--- config.mk ---
export PLATFORM = sky130hd
export DESIGN_NAME = flash_status_gen
export DESIGN_NICKNAME = d
export VERILOG_FILES = /design/src/rtl/flash_stat_pkg.sv /design/src/rtl/flash_stat_sect_dec.sv /design/src/rtl/flash_stat_fail.sv /design/src/rtl/flash_stat_toggle.sv /design/src/rtl/flash_status_gen.sv
export SDC_FILE = /design/constraint.sdc
export NUM_CORES = 1
export LEC_CHECK = 0
export ABC_AREA = 0
export CELL_PAD_IN_SITES_DETAIL_PLACEMENT = 1
export CELL_PAD_IN_SITES_GLOBAL_PLACEMENT = 1
export CORE_UTILIZATION = 22
export DETAILED_ROUTE_END_ITERATION = 16
export PLACE_DENSITY_LB_ADDON = 0.12
export SLEW_MARGIN = 20
export SYNTH_ARGS = -nofsm -noshare
export SYNTH_HDL_FRONTEND = slang
export SYNTH_HIERARCHICAL = 1
export SYNTH_SLANG_ARGS = --single-unit
--- constraint.sdc ---
create_clock -name clk_i -period 1.35 [get_ports clk_i]
set_clock_uncertainty 0.1 [all_clocks]
set_input_delay 0.27 -clock clk_i [delete_from_list [all_inputs] [get_ports clk_i]]
set_output_delay 0.27 -clock clk_i [all_outputs]
set_load 0.005 [all_outputs]
--- src/rtl/flash_stat_pkg.sv ---
package flash_stat_pkg;
  typedef enum logic [2:0] {
    MODE_IDLE      = 3'd0,
    MODE_PROG      = 3'd1,
    MODE_ERS_WIN   = 3'd2,
    MODE_ERS_RUN   = 3'd3,
    MODE_ERS_SUSP  = 3'd4,
    MODE_SUSP_PROG = 3'd5
  } mode_e;

  localparam int unsigned STAT_W   = 8;
  localparam int unsigned B_POLL   = 7;
  localparam int unsigned B_TOG    = 6;
  localparam int unsigned B_FAIL   = 5;
  localparam int unsigned B_WIN    = 3;
  localparam int unsigned B_STOG   = 2;
  localparam int unsigned N_TOG    = 2;
  localparam int unsigned T_OP     = 0;
  localparam int unsigned T_SECT   = 1;
endpackage

--- src/rtl/flash_stat_sect_dec.sv ---
module flash_stat_sect_dec #(
  parameter int unsigned ADDR_W = 19,
  parameter int unsigned N_SECT = 8,
  localparam int unsigned SECT_W = $clog2(N_SECT)
) (
  input  logic [ADDR_W-1:0] addr_i,
  input  logic [N_SECT-1:0] busy_i,
  output logic [N_SECT-1:0] sect_oh_o,
  output logic              hit_o
);
  logic [SECT_W-1:0] sect_idx;
  assign sect_idx = addr_i[ADDR_W-1 -: SECT_W];

  for (genvar g = 0; g < N_SECT; g++) begin : g_oh
    assign sect_oh_o[g] = (sect_idx == SECT_W'(g));
  end

  assign hit_o = |(sect_oh_o & busy_i);
endmodule

--- src/rtl/flash_stat_fail.sv ---
module flash_stat_fail (
  input  logic clk_i,
  input  logic rst_ni,
  input  logic set_i,
  input  logic clr_i,
  output logic flag_o
);
  always_ff @(posedge clk_i or negedge rst_ni) begin
    if (!rst_ni)    flag_o <= 1'b0;
    else if (clr_i) flag_o <= 1'b0;
    else if (set_i) flag_o <= 1'b1;
  end

  AST_FAIL_STICKY: assert property (@(posedge clk_i) disable iff (!rst_ni)
    flag_o && !clr_i |=> flag_o);
  AST_FAIL_CLEARS: assert property (@(posedge clk_i) disable iff (!rst_ni)
    clr_i |=> !flag_o);
endmodule

--- src/rtl/flash_stat_toggle.sv ---
module flash_stat_toggle #(
  parameter int unsigned N_TOG = 2
) (
  input  logic             clk_i,
  input  logic             rst_ni,
  input  logic             rd_rise_i,
  input  logic [N_TOG-1:0] adv_i,
  output logic [N_TOG-1:0] tog_o
);
  for (genvar g = 0; g < N_TOG; g++) begin : g_tog
    always_ff @(posedge clk_i or negedge rst_ni) begin
      if (!rst_ni)                     tog_o[g] <= 1'b0;
      else if (rd_rise_i && adv_i[g])  tog_o[g] <= ~tog_o[g];
    end

    AST_TOG_STEP: assert property (@(posedge clk_i) disable iff (!rst_ni)
      rd_rise_i && adv_i[g] |=> tog_o[g] != $past(tog_o[g]));
  end

  AST_TOG_HOLD: assert property (@(posedge clk_i) disable iff (!rst_ni)
    !rd_rise_i |=> $stable(tog_o));
endmodule

--- src/rtl/flash_status_gen.sv ---
module flash_status_gen
  import flash_stat_pkg::*;
#(
  parameter int unsigned ADDR_W = 19,
  parameter int unsigned N_SECT = 8
) (
  input  logic              clk_i,
  input  logic              rst_ni,
  input  logic [2:0]        mode_i,
  input  logic [7:0]        prog_data_i,
  input  logic [N_SECT-1:0] busy_mask_i,
  input  logic [ADDR_W-1:0] rd_addr_i,
  input  logic              rd_stb_i,
  input  logic              timeout_i,
  input  logic              clr_fail_i,
  output logic [7:0]        status_o,
  output logic              pass_o
);
  mode_e              mode;
  logic               rd_q, rd_rise;
  logic [N_SECT-1:0]  sect_oh;
  logic               hit, fail;
  logic [N_TOG-1:0]   tog, adv;
  logic [STAT_W-1:0]  nxt_stat;
  logic               nxt_pass;

  assign mode    = mode_e'(mode_i);
  assign rd_rise = rd_stb_i && !rd_q;

  always_ff @(posedge clk_i or negedge rst_ni) begin
    if (!rst_ni) rd_q <= 1'b0;
    else         rd_q <= rd_stb_i;
  end

  flash_stat_sect_dec #(.ADDR_W(ADDR_W), .N_SECT(N_SECT)) sect_dec_i (
    .addr_i   (rd_addr_i),
    .busy_i   (busy_mask_i),
    .sect_oh_o(sect_oh),
    .hit_o    (hit)
  );

  flash_stat_fail fail_i (
    .clk_i (clk_i),
    .rst_ni(rst_ni),
    .set_i (timeout_i),
    .clr_i (clr_fail_i),
    .flag_o(fail)
  );

  flash_stat_toggle #(.N_TOG(N_TOG)) toggle_i (
    .clk_i    (clk_i),
    .rst_ni   (rst_ni),
    .rd_rise_i(rd_rise),
    .adv_i    (adv),
    .tog_o    (tog)
  );

  always_comb begin
    nxt_stat = '0;
    nxt_pass = 1'b0;
    adv      = '0;
    case (mode)
      MODE_PROG, MODE_SUSP_PROG: begin
        nxt_stat[B_POLL] = ~prog_data_i[7];
        nxt_stat[B_TOG]  = tog[T_OP];
        nxt_stat[B_FAIL] = (mode == MODE_PROG) && fail;
        adv[T_OP]        = 1'b1;
      end
      MODE_ERS_WIN, MODE_ERS_RUN: begin
        nxt_stat[B_TOG]  = tog[T_OP];
        nxt_stat[B_FAIL] = fail;
        nxt_stat[B_WIN]  = (mode == MODE_ERS_RUN);
        nxt_stat[B_STOG] = tog[T_SECT];
        adv[T_OP]        = 1'b1;
        adv[T_SECT]      = hit;
      end
      MODE_ERS_SUSP: begin
        if (hit) begin
          nxt_stat[B_POLL] = 1'b1;
          nxt_stat[B_TOG]  = tog[T_OP];
          nxt_stat[B_STOG] = tog[T_SECT];
          adv[T_SECT]      = 1'b1;
        end else begin
          nxt_pass = 1'b1;
        end
      end
      default: nxt_pass = 1'b1;
    endcase
  end

  always_ff @(posedge clk_i or negedge rst_ni) begin
    if (!rst_ni) begin
      status_o <= '0;
      pass_o   <= 1'b1;
    end else if (rd_rise) begin
      status_o <= nxt_stat;
      pass_o   <= nxt_pass;
    end
  end

  AST_OUT_HOLD: assert property (@(posedge clk_i) disable iff (!rst_ni)
    !rd_rise |=> $stable(status_o) && $stable(pass_o));
  AST_PASS_QUIET: assert property (@(posedge clk_i) disable iff (!rst_ni)
    pass_o |-> status_o == '0);
  AST_LOW_ZERO: assert property (@(posedge clk_i) disable iff (!rst_ni)
    status_o[4] == 1'b0 && status_o[1:0] == 2'b00);
  AST_SUSP_POLL: assert property (@(posedge clk_i) disable iff (!rst_ni)
    rd_rise && mode == MODE_ERS_SUSP && (sect_oh & busy_mask_i) != '0
      |=> status_o[B_POLL] && !pass_o && $stable(tog[T_OP]));
endmodule

==> flow_results.org <==
** Synthesis
- The synthesized netlist occupies a cell area of 575.6 um2.
- Mean Syn Cell Area :: 11.07 um2
- Syn Inst Count :: 52
- Yosys printed 6 warnings.

** Critical path
- The critical path is of the input port to flop type.
- Critical path capture point type :: flop
- The endpoint identified for the worst register-to-register timing path is pass_o$_DFFE_PN1P_.
- Data arrival time of the critical path :: approximately 1.5 ns
- Required time at the worst-slack endpoint :: around 1.4 ns
- The startpoint identified for the worst register-to-register timing path is rd_q$_DFF_PN0_.
- Flop2flop setup slack :: between 0.2 and 0.25 ns
- In this run the worst path has a maximum fanout of 3.
- The worst register-to-register path has a depth of 3.
- Worst Setup Start Kind :: input port

** Global routing
- Entering global routing, the biggest net connects 11 pins.
- Overflow after GRT :: 0
- The first global-routing pass estimated 2.145 mm of wire.
- Tot GR Track Use :: between 10% and 20%
- The number of global-route vias before repair was 491.
- Grt met3 use :: ~2.9%
- For this run, global-route usage on met1 was measured as ~13%.
- The initial antenna violation count is 0.
- Met2 Resource Use GR :: 19.62%
- Layer with the highest usage :: met2

** Detailed routing
- Number of violations reported at the end of detailed-routing iteration 0 :: 5
- Antenna-violating nets left :: 0
- Summing over every cut layer, the via total after detailed routing is a little under 500.
- For this run, design rule violations remaining after detail routing come to 2.
- In the final routed layout, each cell accounts on average for between 10 and 15 um.
- Length of the first detailed-routing pass in iterations :: 9
- The routed design has approximately 1.3 mm of wire.
- In the routed layout, each cell is associated on average with a via count of 4.190.

** Power and ir drop
- Of the total power, the share spent switching nets is between 20% and 30%.
- The clock network is responsible for between 20% and 30% of the overall power.
- Sequential cell fraction of total power :: between 40% and 50%
- The internal power of the cells totals around 690 uW.
- Power spread over the standard cell area amounts to just over 1000 nW/um2.
- Combinational share of power :: between 20 and 30%
- Leakage power :: between 0.4 and 0.5 nW
- Net Switching :: between 200 and 250 uW
- IR drop worst, VDD :: approximately 0.39 mV
- The design draws 926.6 uW.

** Clock network
- # clock sinks :: 10
- Number of buffers created by CTS :: 3
- Counting along the longest clock path gives a buffer depth of 2.
- Clock latency at the later pin of the worst-skew pair :: ~0.27 ns
- The tree is rooted in a clkbuf_4.
- In this run the number of H-tree levels came out at 1.
- Clock-pin slew on the worst setup and hold paths :: about 0.07 ns
- TritonCTS built the clock tree.

** Layout
- After filler insertion, the fill cell instance count of the layout stands at just over 300.
- Final nets :: 130
- Cells fill roughly 37% of the core in the end.
- Count of antenna diodes in the layout :: 0
- Area overhead of the layout relative to synthesis :: 58.70%
- For this run, the number of standard cells in the final layout without fillers is about 120.
- Fraction of layout cells with a size suffix above 1 :: between 40 and 50%

** Placed design
- Cells after DPL :: 110
- Global placement routability congestion :: slightly below 0.7
- Summed over all nets, the half-perimeter wirelength after detailed placement is 1.070 mm.
- Pre-CTS worst setup slack :: -0.8422 ns
- During placement, the flow inserted port buffers numbering 25.

** STA
- After layout, the worst path uses 106.4% of the clock period.
- Setup slack after layout :: -0.08641 ns
- The routed design could run at a clock period as short as between 1 and 1.5 ns.
- Setup violations remaining at the end of the flow were counted as 4.
- Aggregate negative setup slack :: -0.1447 ns
- RSZ-0062 raised after global routing :: true
- Count of pins over their slew limit :: 0
- Fmax achieved :: a little under 700 MHz
- The count of final hold-check violations is 0.

** Floorplan
- Total Die Area :: ~2800 um2
- The floorplan has 18 rows.
- Once the floorplan was initialized, standard cells occupied approximately 23% of the core.
- Die outline width :: about 53 um
- Height of the chip :: 53.15 um
- During I/O placement, the number of pins put on the boundary was 52.
- Area of the core region :: around 2500 um2

** Run status
- Status :: finished, violations left
- The checks that failed: DRC, setup timing.

** Flow run
- Number of violations of the max-capacitance limit :: 0

** Hold path
- In this run the worst hold path is classified as input port to async pin.
==> worst max path at each step <==
stage / startpoint / to / slack (ns) / depth (start not counted)
floorplan: rd_addr_i[16] / toggle_i/tog_o[1]$_DFFE_PN0P_ / -0.30 / 7
global placement: rd_addr_i[16] / toggle_i/tog_o[1]$_DFFE_PN0P_ / -0.83 / 7
detailed placement: rd_addr_i[16] / toggle_i/tog_o[1]$_DFFE_PN0P_ / -0.84 / 7
CTS: rd_addr_i[16] / toggle_i/tog_o[1]$_DFFE_PN0P_ / -0.12 / 7
global route: rd_addr_i[16] / toggle_i/tog_o[1]$_DFFE_PN0P_ / -0.13 / 7
finish: rd_addr_i[16] / toggle_i/tog_o[1]$_DFFE_PN0P_ / -0.09 / 7
==> per-stage QoR <==
stage | cell area (um2) | hold WS, ns
after floorplan | 594.3 | -0.1256
after global placement | 889.6 | 0.3562
after detailed placement | 889.6 | 0.3620
after CTS | 900.9 | 0.1916
after global routing | 913.4 | 0.1990
final | 913.4 | 0.1891
==> metal layers <==
metal  routed length, um  share of wire [%]
met5                   0                  0
met4                  17                1.3
met3                  86                6.5
met2                 644                 49
met1                 577                 44
==> cells in the final DEF, fill, tap and decap left out, drive strengths merged <==
cell,n
dfrtp,9
conb,3
o31ai,1
nor2,1
o21ba,1
xnor2,2
inv,3
buf,20
nand3,1
nor2b,2
a31oi,1
o21bai,1
nand2b,1
nand2,11
mux2,3
o41ai,1
mux4,2
o21ai,2
clkdlybuf4s50,7
clkbuf,4
dlymetal6s2s,2
dfstp,1
dlygate4sd2,6
a22o,1
==> critical path, stage by stage <==
cell	delay [ns]
buf_8	0.07
mux4_2	0.47
mux2_4	0.31
a31oi_4	0.15
nor2b_1	0.06
nand2_1	0.07
xnor2_1	0.11
==> final cells by class <==
| cell class | instances | area [um2] | share of cell area [%] |
|---|---|---|---|
| Clock buffer | 4 | 36.28 | 3.973 |
| Timing Repair Buffer | 35 | 286.5 | 31.37 |
| Tap cell | 30 | 37.54 | 4.110 |
| Multi-Input combinational cell | 34 | 290.3 | 31.78 |
| Sequential cell | 10 | 251.5 | 27.53 |
| Inverter | 3 | 11.26 | 1.233 |
==> repair_timing <==
item	in CTS	in global routing
hold buffers	0	0
pin swaps	6	2
gates resized for setup	43	4
hold endpoints to repair	0	0
endpoints found under the setup margin	11	6
buffers inserted	2	0
==> power groups by stage <==
stage               combinational [mW]  sequential, mW  clock [mW]
finish                           0.251           0.400       0.276
global route                     0.278           0.409       0.306
CTS                              0.255           0.401       0.289
detailed placement               0.273           0.408           0
global placement                 0.272           0.406           0
floorplan                        0.128           0.405           0
==> flip-flops by register name (all words and copies together), names as in the netlist <==
name / flops
fail_i/flag_o: 1
pass_o: 1
rd_q: 1
status_o: 5
toggle_i/tog_o: 2
(Power assumes the default switching activity.)
